**config.mk**
```make
export PLATFORM = sky130hd
export DESIGN_NAME = mod3_accum
export DESIGN_NICKNAME = d
export VERILOG_FILES = /design/src/rtl/mod3_accum_pkg.sv /design/src/rtl/mod3_rst_sync.sv /design/src/rtl/mod3_next_state.sv /design/src/rtl/mod3_state_reg.sv /design/src/rtl/mod3_accum.sv
export SDC_FILE = /design/constraint.sdc
export NUM_CORES = 1
export LEC_CHECK = 0
export BUFFER_PORTS_ARGS = -buffer_cell sky130_fd_sc_hd__buf_2
export CAP_MARGIN = 20
export CELL_PAD_IN_SITES_DETAIL_PLACEMENT = 1
export CELL_PAD_IN_SITES_GLOBAL_PLACEMENT = 1
export CORE_AREA = 4 4 41 43
export CTS_CLUSTER_SIZE = 30
export DETAILED_ROUTE_END_ITERATION = 10
export DIE_AREA = 0 0 45 47
export PLACE_DENSITY_LB_ADDON = 0.3
export SLEW_MARGIN = 10
export SYNTH_ARGS = -nofsm -noshare
export SYNTH_HDL_FRONTEND = slang
export SYNTH_SLANG_ARGS = --single-unit
```
**constraint.sdc**
```tcl
create_clock -name clk -period 0.8 [get_ports clk]
set_clock_uncertainty 0.1 [all_clocks]
set_input_delay 0.16 -clock clk [delete_from_list [all_inputs] [get_ports clk]]
set_output_delay 0.16 -clock clk [all_outputs]
set_load 0.03 [all_outputs]
```
**src/rtl/mod3_accum_pkg.sv**
```systemverilog
package mod3_accum_pkg;
  localparam int SUM_W = 2;
  typedef logic [SUM_W-1:0] sum_t;
  localparam sum_t CODE_ZERO = 2'b00;
  localparam sum_t CODE_ONE  = 2'b01;
  localparam sum_t CODE_TWO  = 2'b10;
  localparam sum_t CODE_VOID = 2'b11;
endpackage

```
**src/rtl/mod3_rst_sync.sv**
```systemverilog
module mod3_rst_sync #(
  parameter int STAGES = 2
) (
  input  logic clk,
  input  logic rst_n,
  output logic rst_sync_n
);
  logic [STAGES-1:0] stage_q;

  genvar g;
  generate
    for (g = 0; g < STAGES; g++) begin : g_stage
      if (g == 0) begin : g_first
        always_ff @(posedge clk or negedge rst_n) begin
          if (!rst_n) stage_q[g] <= 1'b0;
          else        stage_q[g] <= 1'b1;
        end
      end else begin : g_rest
        always_ff @(posedge clk or negedge rst_n) begin
          if (!rst_n) stage_q[g] <= 1'b0;
          else        stage_q[g] <= stage_q[g-1];
        end
      end
    end
  endgenerate

  assign rst_sync_n = stage_q[STAGES-1];


  sync_assert_chk: assert property (@(posedge clk) !rst_n |-> !rst_sync_n);
endmodule

```
**src/rtl/mod3_next_state.sv**
```systemverilog
module mod3_next_state
  import mod3_accum_pkg::*;
(
  input  sum_t cur_i,
  input  sum_t op_i,
  output sum_t nxt_o
);
  logic y1, y0, x1, x0;

  always_comb begin
    y1 = cur_i[1];
    y0 = cur_i[0];
    x1 = op_i[1];
    x0 = op_i[0];
    nxt_o[1] = (y1 & ~x1 & ~x0) | (y0 & x0) | (~y1 & ~y0 & x1);
    nxt_o[0] = (y0 & ~x1 & ~x0) | (y1 & x1) | (~y1 & ~y0 & x0);
  end
endmodule

```
**src/rtl/mod3_state_reg.sv**
```systemverilog
module mod3_state_reg
  import mod3_accum_pkg::*;
(
  input  logic clk,
  input  logic rst_n,
  input  sum_t d_i,
  output sum_t q_o
);
  always_ff @(posedge clk or negedge rst_n) begin
    if (!rst_n) q_o <= CODE_ZERO;
    else        q_o <= d_i;
  end


  reg_clear_chk: assert property (@(posedge clk) !rst_n |-> q_o == CODE_ZERO);
endmodule

```
**src/rtl/mod3_accum.sv**
```systemverilog
module mod3_accum
  import mod3_accum_pkg::*;
#(
  parameter int SYNC_STAGES = 2
) (
  input  logic       clk,
  input  logic       rst_n,
  input  logic [1:0] op_i,
  output logic [1:0] sum_o
);
  logic rst_sync_n;
  sum_t state_q;
  sum_t state_d;

  mod3_rst_sync #(.STAGES(SYNC_STAGES)) u_rst_sync (
    .clk        (clk),
    .rst_n      (rst_n),
    .rst_sync_n (rst_sync_n)
  );

  mod3_next_state u_next (
    .cur_i (state_q),
    .op_i  (op_i),
    .nxt_o (state_d)
  );

  mod3_state_reg u_reg (
    .clk   (clk),
    .rst_n (rst_sync_n),
    .d_i   (state_d),
    .q_o   (state_q)
  );

  assign sum_o = state_q;


  mod_step_chk: assert property (@(posedge clk) disable iff (!rst_sync_n)
    (op_i != CODE_VOID && sum_o != CODE_VOID) |=>
      ({1'b0, sum_o} == (({1'b0, $past(sum_o)} + {1'b0, $past(op_i)}) % 3'd3)));


  hold_zero_chk: assert property (@(posedge clk) disable iff (!rst_sync_n)
    (op_i == CODE_ZERO) |=> $stable(sum_o));


  no_void_code_chk: assert property (@(posedge clk) disable iff (!rst_sync_n)
    (op_i != CODE_VOID && sum_o != CODE_VOID) |=> sum_o != CODE_VOID);


  release_zero_chk: assert property (@(posedge clk) disable iff (!rst_n)
    $rose(rst_sync_n) |-> sum_o == CODE_ZERO);
endmodule

```
# Word-level counts from Yosys, hierarchy flattened

Index checks and enable logic that the tools add are counted.

Output and inout port bits: 2
Register bits: 4

Bitwise gates (word level): 17

Operator list:

| cell          | count |
|---|---|
| $and A1 B1 Y1 | 9 |
| $not A1 Y1    | 4 |
| $or A1 B1 Y1  | 4 |

# Logic depth before layout (Yosys ltp)

Gate-level depths: netlist of run 1.

Depth in word-level cells: 5
Mapped depth: 2

# Modules after synthesis

From an unflattened synthesis of run 1, not the netlist that was laid out.

Cell total of the unflattened synthesis: 10
Area, all modules: 142.6 µm²

By module, submodules not included:

| module          | area an instance (µm²) | instances | cells each |
|---|---|---|---|
| mod3_rst_sync   | 53.8                   | 1         | 3 |
| mod3_state_reg  | 50.0                   | 1         | 2 |
| mod3_next_state | 38.8                   | 1         | 5 |

# Least setup slack after synthesis of run 1

No wires, ideal clock.

Path kind: reg-to-reg
Start point: register u_reg.q_o[0]
End point: register u_reg.q_o[0]
Data arrival time: 0.877 ns
Setup time: 0.126 ns
Setup slack: -0.303 ns
Cell stages (with the launch flop): 3
Cells stage by stage: dfrtp_1 -> nor3b_1 -> a221o_1

Cells in the longest elaborated chain, start to end: 4
Elaborated cells between the ends (all ways): 7

Ends and longest elaborated chain:

| element                                              | line                  | text |
|---|---|---|
| from (decl)                                          | mod3_state_reg.sv:7   | `output sum_t q_o` |
| from (signal assigned)                               | mod3_state_reg.sv:11  | `else q_o <= d_i;` |
| $and A1 B1 Y1 / $not A1 Y1 (equally long branches)   | mod3_next_state.sv:16 | `nxt_o[0] = (y0 & ~x1 & ~x0) \| (y1 & x1) \| (~y1 & ~y0 & x0);` |
| $and A1 B1 Y1                                        | mod3_next_state.sv:16 |  |
| $or A1 B1 Y1 / $and A1 B1 Y1 (equally long branches) | mod3_next_state.sv:16 |  |
| $or A1 B1 Y1 (*)                                     | mod3_next_state.sv:16 |  |
| via state_d[0]                                       | mod3_accum.sv:13      | `sum_t state_d;` |

Mark *: on every way through the listed nets, which the timed path passes. The rest lies on a longest branch.

# Worst setup path in the final report of run 1

Start point: register u_reg.q_o[0]
End point: output port sum_o[0]

RTL lines:

| element   | line            | text |
|---|---|---|
| to (decl) | mod3_accum.sv:9 | `output logic [1:0] sum_o` |

No word-level cell between the ends.

==> results of run 1 <==
==> synth_stat cells <==
master | instances | area [sq um]
a221o_1 | 2 | 20.0
conb_1 | 1 | 3.75
dfrtp_1 | 4 | 100
nor2_1 | 1 | 3.75
nor3b_1 | 2 | 15.0
==> state kept, by name, summed over array words and instances (netlist names) <==
register	cells
u_reg.q_o	2
u_rst_sync.rst_sync_n	1
u_rst_sync.stage_q	1
==> layout by cell type, fill, tap and decap left out <==
cell type / n
dfrtp_1: 2
conb_1: 1
dlygate4sd3_1: 1
clkbuf_1: 1
a221o_1: 2
nor3b_1: 2
buf_6: 3
buf_2: 3
dfrtp_2: 2
clkbuf_4: 3
nor2_1: 1
==> kinds of logic after synthesis <==
group	after synthesis
flip-flops	4
AND/OR/NAND/NOR	3
AO/OA/AOI/OAI	2
other	1
==> power groups by stage <==
stage                     Clock, uW  Sequential, uW  Combinational (uW)
after floorplan                   0             431                67.0
after global placement            0             327                 250
after detailed placement          0             334                 247
after CTS                       284             339                 379
after global routing            310             351                 397
final                           272             338                 377
==> how the worst max path moves through the flow <==
stage,startpoint,end,cells after the start
floorplan,u_reg.q_o[0]$_DFF_PN0_,u_reg.q_o[0]$_DFF_PN0_,1
global placement,u_reg.q_o[0]$_DFF_PN0_,u_reg.q_o[1]$_DFF_PN0_,1
detailed placement,u_reg.q_o[0]$_DFF_PN0_,u_reg.q_o[0]$_DFF_PN0_,1
CTS,u_reg.q_o[0]$_DFF_PN0_,sum_o[0],1
global route,u_reg.q_o[0]$_DFF_PN0_,sum_o[0],1
finish,u_reg.q_o[0]$_DFF_PN0_,sum_o[0],1
==> area by class of cell <==
cell class,instances,area share [%]
Clock buffer,4,10.6
Sequential cell,4,41.2
Timing Repair Buffer,7,23.6
Multi-Input combinational cell,6,17.1
Tap cell,15,7.54
==> routing by layer <==
metal	track usage (%)	wire [microns]	part of all wire, %
met4	3.51	6	1.8
met5	0	0	0
met3	6.13	59	18
met1	3.68	134	40
met2	5.93	134	40
==> what timing repair did <==
action | CTS | global route
hold endpoints to repair | 4 | 2
setup endpoints to repair | 4 | 4
pin swaps | 0 | 0
setup buffers | 1 | 0
gates resized for setup | 5 | 0
==> through the flow <==
stage | util [%] | area (sq um) | hold WS [ns] | total power, uW | setup slack, ns
global placement | 14.5 | 189 | -0.155 | 577 | -0.159
global route | 19.1 | 249 | -0.0785 | 1060 | -0.307
floorplan | - | 145 | -0.236 | 498 | -0.224
detailed placement | 14.5 | 189 | -0.153 | 581 | -0.165
finish | 19.1 | 249 | -0.0903 | 987 | -0.277
CTS | 19.1 | 249 | -0.0888 | 1000 | -0.286
==> metrics.txt, run 1 <==
status finished, violations left; failing checks hold timing, setup timing; post-synthesis mux area share 0%; Pins Over Slew Limit 0; router iterations before antenna repair 2; via count 123; num rows 13; Synth cell types 5; Initial DRC Count 4; combinational power share 38.2%; area delta synth->final 74.6%; Non-Filler Instances 36; Sw Pwr 332 uW; final period utilization 135%; Buffers & Inverters on Critical Path 1; CTS tree done; Syn. warnings 0; RePlAce Congestion 0.617; initial antenna violation count 0; cts hold-fix bufs 1; sequential standard cell area 103 sq um; family with the most delay on the worst path flip-flops; CTS root buf clkbuf_4; Achievable Freq 929 MHz; nets 26; CP Capture Type output pin; Pint 656 uW; critical path, cell by cell buf_6; reg-to-reg critical path endpoint u_reg.q_o[1]$_DFF_PN0_; leakage 0.000109 uW; layout cells sized above 1 52.4%; Final setup viols 4; post-DR vias/cell 3.42; Final min period 1.08 ns; Post-Synth Adder-Cell Area 0%; die area 2120 sq um; number of instances in the placed design 30; Hold Path Class flip-flop to async pin; Die Y 47 microns; reg-to-reg setup timing slack -0.25 ns; Detail Route Antenna Nets 0; Sw Ratio 33.6%; WHS -0.0903 ns; reg2reg start u_reg.q_o[1]$_DFF_PN0_; sequential fraction of the synthesis area 70.2%; post-synthesis register bit count 4; drt drc 0; R2R depth 2; largest family of logic cells by synthesized area compound AO/OA/AOI/OAI gates; Worst Path Required 0.54 ns; Max clock buf depth 2; # clock sinks 4; mean post-synth cell area 14.3 sq um; Clock Latency Late Sink 0.24 ns; wire per inst 9.31 microns; Fillers 154; Multi-input gate area 42.5 sq um; core area 1300 sq um; critical path's slowest cell dfrtp_2; largest net degree at the start of global routing 6; IO buf count 5; RSZ-0062 raised after global routing true; crit path kind flip-flop to output pin; global-route usage over all layers 4.68%; Worst Slack Setup Final -0.277 ns; area share of and/or/nand/nor cells after synthesis 13.2%; cell count after synthesis 10; VDD IR-drop max 1.30 mV; H-tree Lvls 1; clock slew at reported path FFs 0.04 ns; Synth Area in Compound Gates 14.0%; vias in the first global route 149; Worst path max stage delay 0.43 ns; final hold vios 2; Initial Utilization 11.0%; chip width 45 microns; worst path arrival time 0.82 ns; ant diodes 0; Clk network pwr share 27.6%; XOR/XNOR share of the synthesized area 0%; PwrDens 3970 nW/um^2; Sequential Power Share 34.3%; total CTS buffers 3; Overflow after GRT 0; Post-Syn Area 143 sq um; setup tns final -1.03 ns; largest fanout on the critical path 5; Worst setup SP type flip-flop; # IOs 6; max_cap viols 0; synthesized net count 14; first-pass GRT wire length 586 microns; final WL 335 microns
(Power assumes the default switching activity.)
==> inputs of run 2 (changes only) <==
==> constraint.sdc (replaced) <==
create_clock -name clk -period 1.2 [get_ports clk]
set_clock_uncertainty 0.1 [all_clocks]
set_input_delay 0.24 -clock clk [delete_from_list [all_inputs] [get_ports clk]]
set_output_delay 0.24 -clock clk [all_outputs]
set_load 0.005 [all_outputs]
==> run 2 against run 1 <==
- power fell by 52%
- core utilization fell by 1.5 points
- cell area fell by 8.0%
- the run now ends clean
- count of clock-buffer cells in the layout fell by 1
- largest cell class unchanged
- via count rose by 0.81%
- sequential power fell by 37%
- critical path depth did not move
- clock power fell by 42%
- global-route usage fell by 0.32 points
- non-clock buffer count did not move
==> metrics.txt, run 2 (same netlist as run 1, synthesis figures left out) <==
status finished clean; Clock Latency Late Sink 0.23 ns; area delta synth->final 60.5%; setup tns final 0 ns; Initial Utilization 11.0%; post-CTS sizing 0; Pins Over Slew Limit 0; layout cells sized above 1 40.0%; # IOs 6; global-route usage over all layers 4.36%; drt drc 0; critical path's slowest cell dfrtp_1; CP Capture Type output pin; Final setup viols 0; Worst setup SP type flip-flop; core area 1300 sq um; H-tree Lvls 1; Hold Path Class input pin to flip-flop; Die Y 47 microns; nets 26; clock slew at reported path FFs 0.03 ns; largest net degree at the start of global routing 6; num rows 13; Achievable Freq 897 MHz; ant diodes 0; DP Wirelength 204 microns; RSZ-0062 raised after global routing false; most common cell after layout, fill and taps aside buf_2; initial antenna violation count 0; crit path kind flip-flop to output pin; family with the most delay on the worst path flip-flops; Initial DRC Count 0; leakage 0.000104 uW; Reg with most FFs u_reg.q_o; final hold vios 0; Max clock buf depth 2; chip width 45 microns; wire per inst 7.71 microns; largest fanout on the critical path 5; Worst path max stage delay 0.40 ns; cts hold-fix bufs 2; commonest cells after routing, fill and taps aside buf_2, dfrtp_1, clkbuf_4; Overflow after GRT 0; max reg flops 2; final WL 270 microns; vias in the first global route 146; final period utilization 92.9%; worst path arrival time 0.78 ns; Buffers & Inverters on Critical Path 1; # clock sinks 4; Detail Route Antenna Nets 0; Final min period 1.12 ns; first-pass GRT wire length 531 microns; Worst Path Required 0.86 ns; total CTS buffers 3; RePlAce Congestion 0.669; max_cap viols 0; via count 124; Fillers 157; CTS root buf clkbuf_4; post-DR vias/cell 3.54; IO buf count 5; die area 2120 sq um; PwrDens 2080 nW/um^2; Post-CTS Setup Repair Bufs 0; VDD IR-drop max 0.536 mV; critical path, cell by cell buf_2; Pwr Total 475 uW; router iterations before antenna repair 1; CTS tree done
==> run 2: cell count changes in the layout (fill, tap and decap cells not counted) <==
cell	previous run	this run
buf_6	3	0
buf_2	3	5
dfrtp_1	2	4
dfrtp_2	2	0
clkbuf_1	1	0
dlygate4sd3_1	1	2
==> run 2: metal layers <==
metal  vias up  share of wire (%)  track usage [%]
li1         60                  -                -
met1        56                 41             2.76
met2         8                 37             6.21
met3         0                 21             5.75
met4         0                  0             3.51
met5         -                  0                0
==> run 2: final cells by class <==
class	instances	area [sq um]	area share [%]
multi-input cells	6	42.5	18.6
clock buffers	3	22.5	9.84
well taps	15	18.8	8.20
flip-flops and latches	4	100	43.7
repair buffers	7	45.0	19.7
==> run 2: report_power, final <==
part           internal [uW]  switching (uW)  leakage, uW  total, uW
clock                    111            47.5    0.0000138        159
combinational           64.3            38.8    0.0000431        103
sequential               173            40.8    0.0000475        214
total                    348             127     0.000104        475
==> run 2: final timing paths <==
| path | start | end | slack [ns] | cells after the start |
|---|---|---|---|---|
| min in group asynchronous | rst_n | u_rst_sync.rst_sync_n$_DFF_PN0_ | 0.22 | 2 |
| max in group asynchronous | u_rst_sync.rst_sync_n$_DFF_PN0_ | u_reg.q_o[1]$_DFF_PN0_ | 0.42 | 1 |
| min | op_i[1] | u_reg.q_o[0]$_DFF_PN0_ | 0.19 | 2 |
| min reg2reg | u_rst_sync.stage_q[0]$_DFF_PN0_ | u_rst_sync.rst_sync_n$_DFF_PN0_ | 0.24 | 0 |
| max reg2reg | u_reg.q_o[1]$_DFF_PN0_ | u_reg.q_o[0]$_DFF_PN0_ | 0.21 | 1 |
| max | u_reg.q_o[1]$_DFF_PN0_ | sum_o[1] | 0.08 | 1 |
==> run 2: through the flow <==
step | util (%) | cell area (sq um) | hold WS [ns] | setup slack (ns) | std cells
after detailed placement | 14.3 | 186 | -0.0775 | 0.216 | 30
final | 17.6 | 229 | 0.189 | 0.0848 | 35
after global placement | 14.3 | 186 | -0.0835 | 0.236 | 30
after global routing | 17.6 | 229 | 0.181 | 0.0326 | 35
after CTS | 17.6 | 229 | 0.175 | 0.0705 | 35
after floorplan | - | 143 | -0.156 | 0.237 | 10
